### src/rtl/apg_pkg.sv
package apg_pkg;
    typedef enum logic {
        DIR_READ  = 1'b0,
        DIR_WRITE = 1'b1
    } acc_dir_e;

    // expected parity bit for a given ones-parity and sense (1 = odd)
    function automatic logic expect_bit(input logic ones_par, input logic odd);
        return odd ? ~ones_par : ones_par;
    endfunction
endpackage

### src/rtl/apg_parity.sv
module apg_parity #(
    parameter int ADDR_W = 32,
    parameter int CTRL_W = 4
) (
    input  logic [ADDR_W-1:0] addr,
    input  logic              write,
    input  logic [CTRL_W-1:0] ctrl,
    input  logic              rx_par,
    input  logic              glb_odd,
    input  logic              ovr_en,
    input  logic              ovr_odd,
    output logic              mismatch
);
    localparam int COVER_W = ADDR_W + 1 + CTRL_W;

    logic [COVER_W-1:0] cover_bus;
    logic               ones_par;
    logic               sense_odd;

    always_comb begin
        cover_bus = {addr, write, ctrl};
        ones_par  = ^cover_bus;
        sense_odd = ovr_en ? ovr_odd : glb_odd;
        mismatch  = rx_par != apg_pkg::expect_bit(ones_par, sense_odd);
    end
endmodule

### src/rtl/apg_offset.sv
module apg_offset #(
    parameter int          ADDR_W    = 32,
    parameter logic [31:0] BASE_ADDR = 32'h0800_0000
) (
    input  logic [ADDR_W-1:0] addr,
    output logic [ADDR_W-4:0] offs
);
    localparam logic [ADDR_W-1:0] BASE = ADDR_W'(BASE_ADDR);

    logic [ADDR_W-1:0] rel;

    always_comb begin
        rel  = addr - BASE;
        offs = rel[ADDR_W-1:3];
    end
endmodule

### src/rtl/apg_capture.sv
module apg_capture #(
    parameter int OFFS_W = 29
) (
    input  logic              clk,
    input  logic              rst_n,
    input  logic              hit,
    input  apg_pkg::acc_dir_e hit_dir,
    input  logic [OFFS_W-1:0] hit_offs,
    input  logic              clr_status,
    input  logic              clr_addr,
    output logic              err_pulse,
    output logic              rd_flag,
    output logic              wr_flag,
    output logic [OFFS_W-1:0] offs
);
    typedef struct packed {
        logic              err;
        logic              rd;
        logic              wr;
        logic              held;
        logic [OFFS_W-1:0] offs;
    } cap_t;

    cap_t st_d, st_q;
    logic armed;

    always_comb begin
        st_d     = st_q;
        st_d.err = hit;
        armed    = !st_q.rd && !st_q.wr && !st_q.held;
        if (hit && armed) begin
            st_d.rd   = (hit_dir == apg_pkg::DIR_READ);
            st_d.wr   = (hit_dir == apg_pkg::DIR_WRITE);
            st_d.held = 1'b1;
            st_d.offs = hit_offs;
        end else begin
            if (clr_status) begin
                st_d.rd = 1'b0;
                st_d.wr = 1'b0;
            end
            if (clr_addr) begin
                st_d.held = 1'b0;
                st_d.offs = '0;
            end
        end
    end

    always_ff @(posedge clk or negedge rst_n) begin
        if (!rst_n) st_q <= '0;
        else        st_q <= st_d;
    end

    assign err_pulse = st_q.err;
    assign rd_flag   = st_q.rd;
    assign wr_flag   = st_q.wr;
    assign offs      = st_q.offs;

    AST_FLAGS_EXCLUSIVE: assert property (@(posedge clk) disable iff (!rst_n)
        !(rd_flag && wr_flag));
    AST_CAPTURE_SETS_FLAG: assert property (@(posedge clk) disable iff (!rst_n)
        (hit && !rd_flag && !wr_flag && !st_q.held) |=> $onehot({rd_flag, wr_flag}));
    AST_LOCKED_OFFS_STABLE: assert property (@(posedge clk) disable iff (!rst_n)
        ((rd_flag || wr_flag) && !clr_addr) |=> $stable(offs));
    AST_CLEAR_STATUS: assert property (@(posedge clk) disable iff (!rst_n)
        (clr_status && (rd_flag || wr_flag)) |=> (!rd_flag && !wr_flag));
    AST_HIT_PULSE: assert property (@(posedge clk) disable iff (!rst_n)
        hit |=> err_pulse);
endmodule

### src/rtl/addr_parity_guard.sv
module addr_parity_guard #(
    parameter int          ADDR_W    = 32,
    parameter int          CTRL_W    = 4,
    parameter logic [31:0] BASE_ADDR = 32'h0800_0000
) (
    input  logic              clk,
    input  logic              rst_n,
    input  logic              acc_valid,
    input  logic [ADDR_W-1:0] acc_addr,
    input  logic              acc_write,
    input  logic [CTRL_W-1:0] acc_ctrl,
    input  logic              acc_par,
    input  logic              glb_odd,
    input  logic              ovr_en,
    input  logic              ovr_odd,
    input  logic              clr_status,
    input  logic              clr_addr,
    output logic              par_err,
    output logic              rd_fail,
    output logic              wr_fail,
    output logic [ADDR_W-4:0] fail_offs
);
    localparam int OFFS_W = ADDR_W - 3;

    logic              mismatch;
    logic [OFFS_W-1:0] cur_offs;
    logic              hit;
    apg_pkg::acc_dir_e dir;

    apg_parity #(.ADDR_W(ADDR_W), .CTRL_W(CTRL_W)) i_parity (
        .addr(acc_addr), .write(acc_write), .ctrl(acc_ctrl), .rx_par(acc_par),
        .glb_odd(glb_odd), .ovr_en(ovr_en), .ovr_odd(ovr_odd), .mismatch(mismatch)
    );

    apg_offset #(.ADDR_W(ADDR_W), .BASE_ADDR(BASE_ADDR)) i_offset (
        .addr(acc_addr), .offs(cur_offs)
    );

    always_comb begin
        hit = acc_valid && mismatch;
        dir = apg_pkg::acc_dir_e'(acc_write);
    end

    apg_capture #(.OFFS_W(OFFS_W)) i_capture (
        .clk(clk), .rst_n(rst_n), .hit(hit), .hit_dir(dir), .hit_offs(cur_offs),
        .clr_status(clr_status), .clr_addr(clr_addr), .err_pulse(par_err),
        .rd_flag(rd_fail), .wr_flag(wr_fail), .offs(fail_offs)
    );

    AST_IDLE_NO_ERR: assert property (@(posedge clk) disable iff (!rst_n)
        !acc_valid |=> !par_err);
    AST_IDLE_FLAGS_HOLD: assert property (@(posedge clk) disable iff (!rst_n)
        (!acc_valid && !clr_status) |=> ($stable(rd_fail) && $stable(wr_fail)));
endmodule

### config.mk
export PLATFORM = sky130hd
export DESIGN_NAME = addr_parity_guard
export DESIGN_NICKNAME = d
export VERILOG_FILES = /design/src/rtl/apg_pkg.sv /design/src/rtl/apg_parity.sv /design/src/rtl/apg_offset.sv /design/src/rtl/apg_capture.sv /design/src/rtl/addr_parity_guard.sv
export SDC_FILE = /design/constraint.sdc
export NUM_CORES = 1
export LEC_CHECK = 0
export ABC_CLOCK_PERIOD_IN_PS = 1800
export BUFFER_PORTS_ARGS = -buffer_cell sky130_fd_sc_hd__buf_2
export CAP_MARGIN = 20
export CORE_MARGIN = 1
export CORE_UTILIZATION = 51
export DETAILED_ROUTE_END_ITERATION = 10
export PLACE_DENSITY = 0.8
export SYNTH_ARGS = -nofsm -noshare
export SYNTH_HDL_FRONTEND = slang
export SYNTH_HIERARCHICAL = 1
export SYNTH_SLANG_ARGS = --single-unit
### constraint.sdc
create_clock -name clk -period 1.8 [get_ports clk]
set_input_delay 0.27 -clock clk [delete_from_list [all_inputs] [get_ports clk]]
set_output_delay 0.27 -clock clk [all_outputs]
set_load 0.005 [all_outputs]
* Word level (Yosys, flattened, before mapping)
Index checks and enable logic that the tools add are counted.
** Word-level totals
- Word-level logic and storage cells :: 24
- Output and inout port bits :: 32
- Register bits :: 33
** Cells by class
- $add $sub $neg :: 1
- Mux-type cells :: 5
- Equal/unequal tests :: 1
- Reduce and logical (&&, ||, !) cells :: 10
- Bitwise gates (word level) :: 2
** Operators by type and width (number)
- $reduce_xor 37->1 :: 1
- $mux 32 :: 1
- $sub 32x28->32 const B :: 1
- $mux 30 :: 1
- $logic_and 1x1->1 :: 4
- $reduce_bool 2->1 :: 2
- $logic_not 1->1 :: 3
- $mux 1 :: 2
- $mux 2 :: 1
- $not 1->1 :: 2
- $ne 1x1->1 :: 1

* Depth between registers and ports, before layout
- Word-level depth :: 7
- Gate-level depth with buffers :: 10
- Depth with buffers taken out :: 8

* Hierarchy
Netlist, hierarchy kept.
** Modules (own cells, without submodules)
- apg_capture :: area an instance 1773.0 sq um, seq. area each 825.8 sq um, cells each 135, instances 1
- apg_parity :: area an instance 347.8 sq um, seq. area each 0.0 sq um, cells each 38, instances 1
- apg_offset :: area an instance 252.7 sq um, seq. area each 0.0 sq um, cells each 33, instances 1
- addr_parity_guard :: area an instance 6.3 sq um, seq. area each 0.0 sq um, cells each 1, instances 1

* Worst setup path after synthesis
No wires, ideal clock.
- Kind :: input to register
- From :: input port acc_addr[2]
- To :: register i_capture.st_q, in the netlist i_capture/offs[0]
- Library setup time :: 0.125 ns
- Arrival :: 2.405 ns
- Buffers on the path :: 2
- Slack :: -0.730 ns
- Cell stages on the path :: 10
- Path through :: xor2_1 -> xnor2_1 -> xnor2_1 -> xnor3_1 -> xnor2_1 -> and2_1 -> or4b_1 -> buf_6 -> buf_12 -> mux2_4
** Between the ends
- Cells in the longest elaborated chain, start to end :: 7
- Elaborated cells on any way between the ends :: 9
** RTL lines
- from (decl) :: line addr_parity_guard.sv:9 : input logic [ADDR_W-1:0] acc_addr,
- $reduce_xor 37->1 (*) :: line apg_parity.sv:22 : ones_par = ^cover_bus;
- $not 1->1 :: line apg_pkg.sv:9 : return odd ? ~ones_par : ones_par;
- $mux 1 (*) :: line apg_pkg.sv:9
- $ne 1x1->1 (*) :: line apg_parity.sv:24 : mismatch = rx_par != apg_pkg::expect_bit(ones_par, sense_odd);
- net mismatch :: line addr_parity_guard.sv:25 : logic mismatch;
- $logic_and 1x1->1 (*) :: line addr_parity_guard.sv:40 : hit = acc_valid && mismatch;
- net hit :: line addr_parity_guard.sv:27 : logic hit;
- $logic_and 1x1->1 (*) :: line apg_capture.sv:31 : if (hit && armed) begin
- $mux 32 / $reduce_bool 2->1 (equally long branches)
- to (signal assigned) :: line apg_capture.sv:50 : else st_q <= st_d;
- to (decl) :: line apg_capture.sv:24 : cap_t st_d, st_q;
The timed path passes the listed nets; every way through them passes the cells marked *.
A chain may end at the register's enable or synchronous reset.

* Final worst setup path
- From :: input port acc_addr[15]
- To :: register i_capture.st_q, in the netlist i_capture/offs[25]
Same word-level chain as after synthesis.

==> out/metrics.csv <==
metric,value,unit
total wire length,4.02,mm
WP data arrival,2.56,ns
Chip Height,70.3,um
CTS tree,built,
Initial Util,0.539,
GRT Total Usage,0.169,
DR vias/cell,4.69,
Max-slew headroom,0.511,
Port Buffers,77,
WL/cell,13.4,um
Die W,70.3,um
vias in the first global route,1379,
Syn. warnings,6,
n_diodes,0,
Final period util,1.33,
Placed Area,2470,um2
Sink Count,33,
CTS Buf Count,5,
final core occ,0.623,
Fmax achieved,0.418,GHz
"Hold-fix buffers, CTS",0,
DRC violations left,0,
outcome,"complete, but fails checks",
Crit Path Max Fanout,13,
most frequent cells in the layout,"67 x buf_2, 33 x dfrtp_1, 29 x nor2b_1, 27 x mux2_4, 25 x xnor2_1",
fraction of layout cells with a size suffix above 1,0.573,
Pwr per Cell Area,1540,nW/um2
sequential area share after synthesis,0.347,
RSZ-0062 raised after global routing,true,
Setup WS post-layout,-0.593,ns
clock slew at reported path FFs,0.06,ns
post-synth cell types,21,
GRT Residual Overflow,0,
Clock Skews,0.00285,ns
"most common cell after layout, fill and taps aside",buf_2,
Yosys reg bits,33,
Setup CP Type,input pin to flop,
Max VDD drop,0.681,mV
Critical Path RT,1.96,ns
Rows,24,
htree depth,2,
first-pass GRT wire length,6.38,mm
Register Area,826,um2
footprint of the multi-input gates,1140,um2
CTS root buf,clkbuf_8,
Layout area overhead,15.6,%
drt initial violations,27,
GPL Wtd Cong,0.652,
max-slew violations,0,
Antenna Nets Post-Route,0,
Final Cell Area,2750,um2
Pleak,1.49,nW
drt first pass iters,3,
max cap viols,0,
nets,295,
clk buf depth,2,
initial antenna violation count,0,
Fill cells,368,
IO Pins,78,
Core ar.,4410,um2
Final Critical Period,2.39,ns
vias post-DR,1407,
Syn Inst Count,207,
failing checks,negative setup slack,
HP Class,input pin to async pin,
Post-Syn Area,2380,um2
die area,4940,um2
hpwl dp,2.88,mm
worst-margin pin slew,0.734,ns
critical path endpoint category,flop,
# setup viols final,32,
startpoint types,input pin,
syn_nets,254,
synthesized area per cell,11.5,um2
pin count of the biggest net entering global routing,34,
"Clk Latency, worst-skew pair",0.27,ns
FF-to-FF path depth,3,
"Hold Violations, Final",0,
through the flow:
step	std cells	setup TNS, ns	hold WS [ns]	setup slack (ns)	power (mW)
floorplan	207	-21.68	-0.0256	-0.712	3.45
global placement	290	-33.44	0.374	-1.09	3.40
detailed placement	290	-34.85	0.381	-1.14	3.45
CTS	298	-17.76	0.0779	-0.594	4.16
global route	300	-20.78	0.115	-0.684	4.53
finish	300	-18.01	0.0556	-0.593	4.24
sequential cells by signal, summed over array words and instances (netlist names):
register and cells:
i_capture/st_q 1, i_capture/wr_flag 1, i_capture/rd_flag 1, i_capture/err_pulse 1, i_capture/offs 29
logic make-up (layout without fill, tap and decap cells):
| kind of cell | Yosys count | in the layout | synth area share |
|---|---|---|---|
| AOI/OAI and AO/OA | 3 | 3 | 0.00736 |
| xor gates and xnor gates | 40 | 40 | 0.153 |
| adders and majority gates | 1 | 1 | 0.00526 |
| buffers and inverters | 67 | 108 | 0.211 |
| DFF | 33 | 33 | 0.347 |
| muxes | 30 | 30 | 0.184 |
| and+or+nand+nor | 33 | 33 | 0.0925 |
what timing repair did:
item                       in CTS  in global routing
resized for setup              23                 10
buffers inserted                1                  2
pin swaps                       1                  2
setup endpoints to repair      32                 32
cell type report:
class                           instances  area share
Sequential cell                        33       0.300
Clock buffer                            7      0.0314
Timing Repair Buffer                   94       0.221
Inverter                                7     0.00955
Multi-Input combinational cell        107       0.414
Tap cell                               52      0.0237
worst paths after layout:
path | end | slack, ns | startpoint
max | i_capture/offs[25]$_DFFE_PN0P_ | -0.59 | acc_addr[15]
min | i_capture/offs[1]$_DFFE_PN0P_ | 0.06 | rst_n
max reg2reg | i_capture/offs[25]$_DFFE_PN0P_ | 0.22 | i_capture/rd_flag$_DFFE_PN0P_
min reg2reg | i_capture/st_q[29]$_DFFE_PN0P_ | 0.51 | i_capture/st_q[29]$_DFFE_PN0P_
max in group asynchronous | i_capture/offs[27]$_DFFE_PN0P_ | 1.28 | rst_n
min in group clk | i_capture/rd_flag$_DFFE_PN0P_ | 0.18 | acc_write
power by group:
group / total, mW / switching [mW] / internal, mW
Combinational: 2.43 / 0.851 / 1.58
Clock: 0.544 / 0.241 / 0.303
Sequential: 1.27 / 0.159 / 1.11
metal layers:
metal | GRT usage | wire, um | share of wire | vias to the layer above
li1 | - | - | - | 682
met1 | 0.206 | 1610 | 0.40 | 671
met2 | 0.287 | 2120 | 0.53 | 49
met3 | 0.0390 | 240 | 0.060 | 5
met4 | 0.0667 | 44 | 0.011 | 0
met5 | 0 | 0 | 0 | -
Yosys cell counts:
library cell | number | share of area
buf_4 | 53 | 0.17
dfrtp_1 | 33 | 0.35
xnor2_1 | 32 | 0.12
nor2b_1 | 29 | 0.076
mux2_4 | 27 | 0.17
inv_1 | 7 | 0.011
xor2_1 | 7 | 0.026
clkbuf_1 | 3 | 0.0047
buf_12 | 2 | 0.017
mux2_2 | 2 | 0.0095
o22ai_1 | 2 | 0.0053
and2_1 | 1 | 0.0026
buf_6 | 1 | 0.0047
buf_8 | 1 | 0.0063
ha_1 | 1 | 0.0053
mux2i_1 | 1 | 0.0042
nor3_2 | 1 | 0.0042
nor3b_2 | 1 | 0.0053
o21ai_0 | 1 | 0.0021
or4b_1 | 1 | 0.0042
xnor3_1 | 1 | 0.0095
critical path: stages:
cell and delay [ns]:
buf_2 0.12, xor2_1 0.15, xnor2_1 0.19, xnor2_1 0.17
xnor3_1 0.35, xnor2_1 0.13, and2_1 0.16, or4b_4 0.52
buf_8 0.19, mux2_4 0.30
Power figures use the tool's default switching activity.
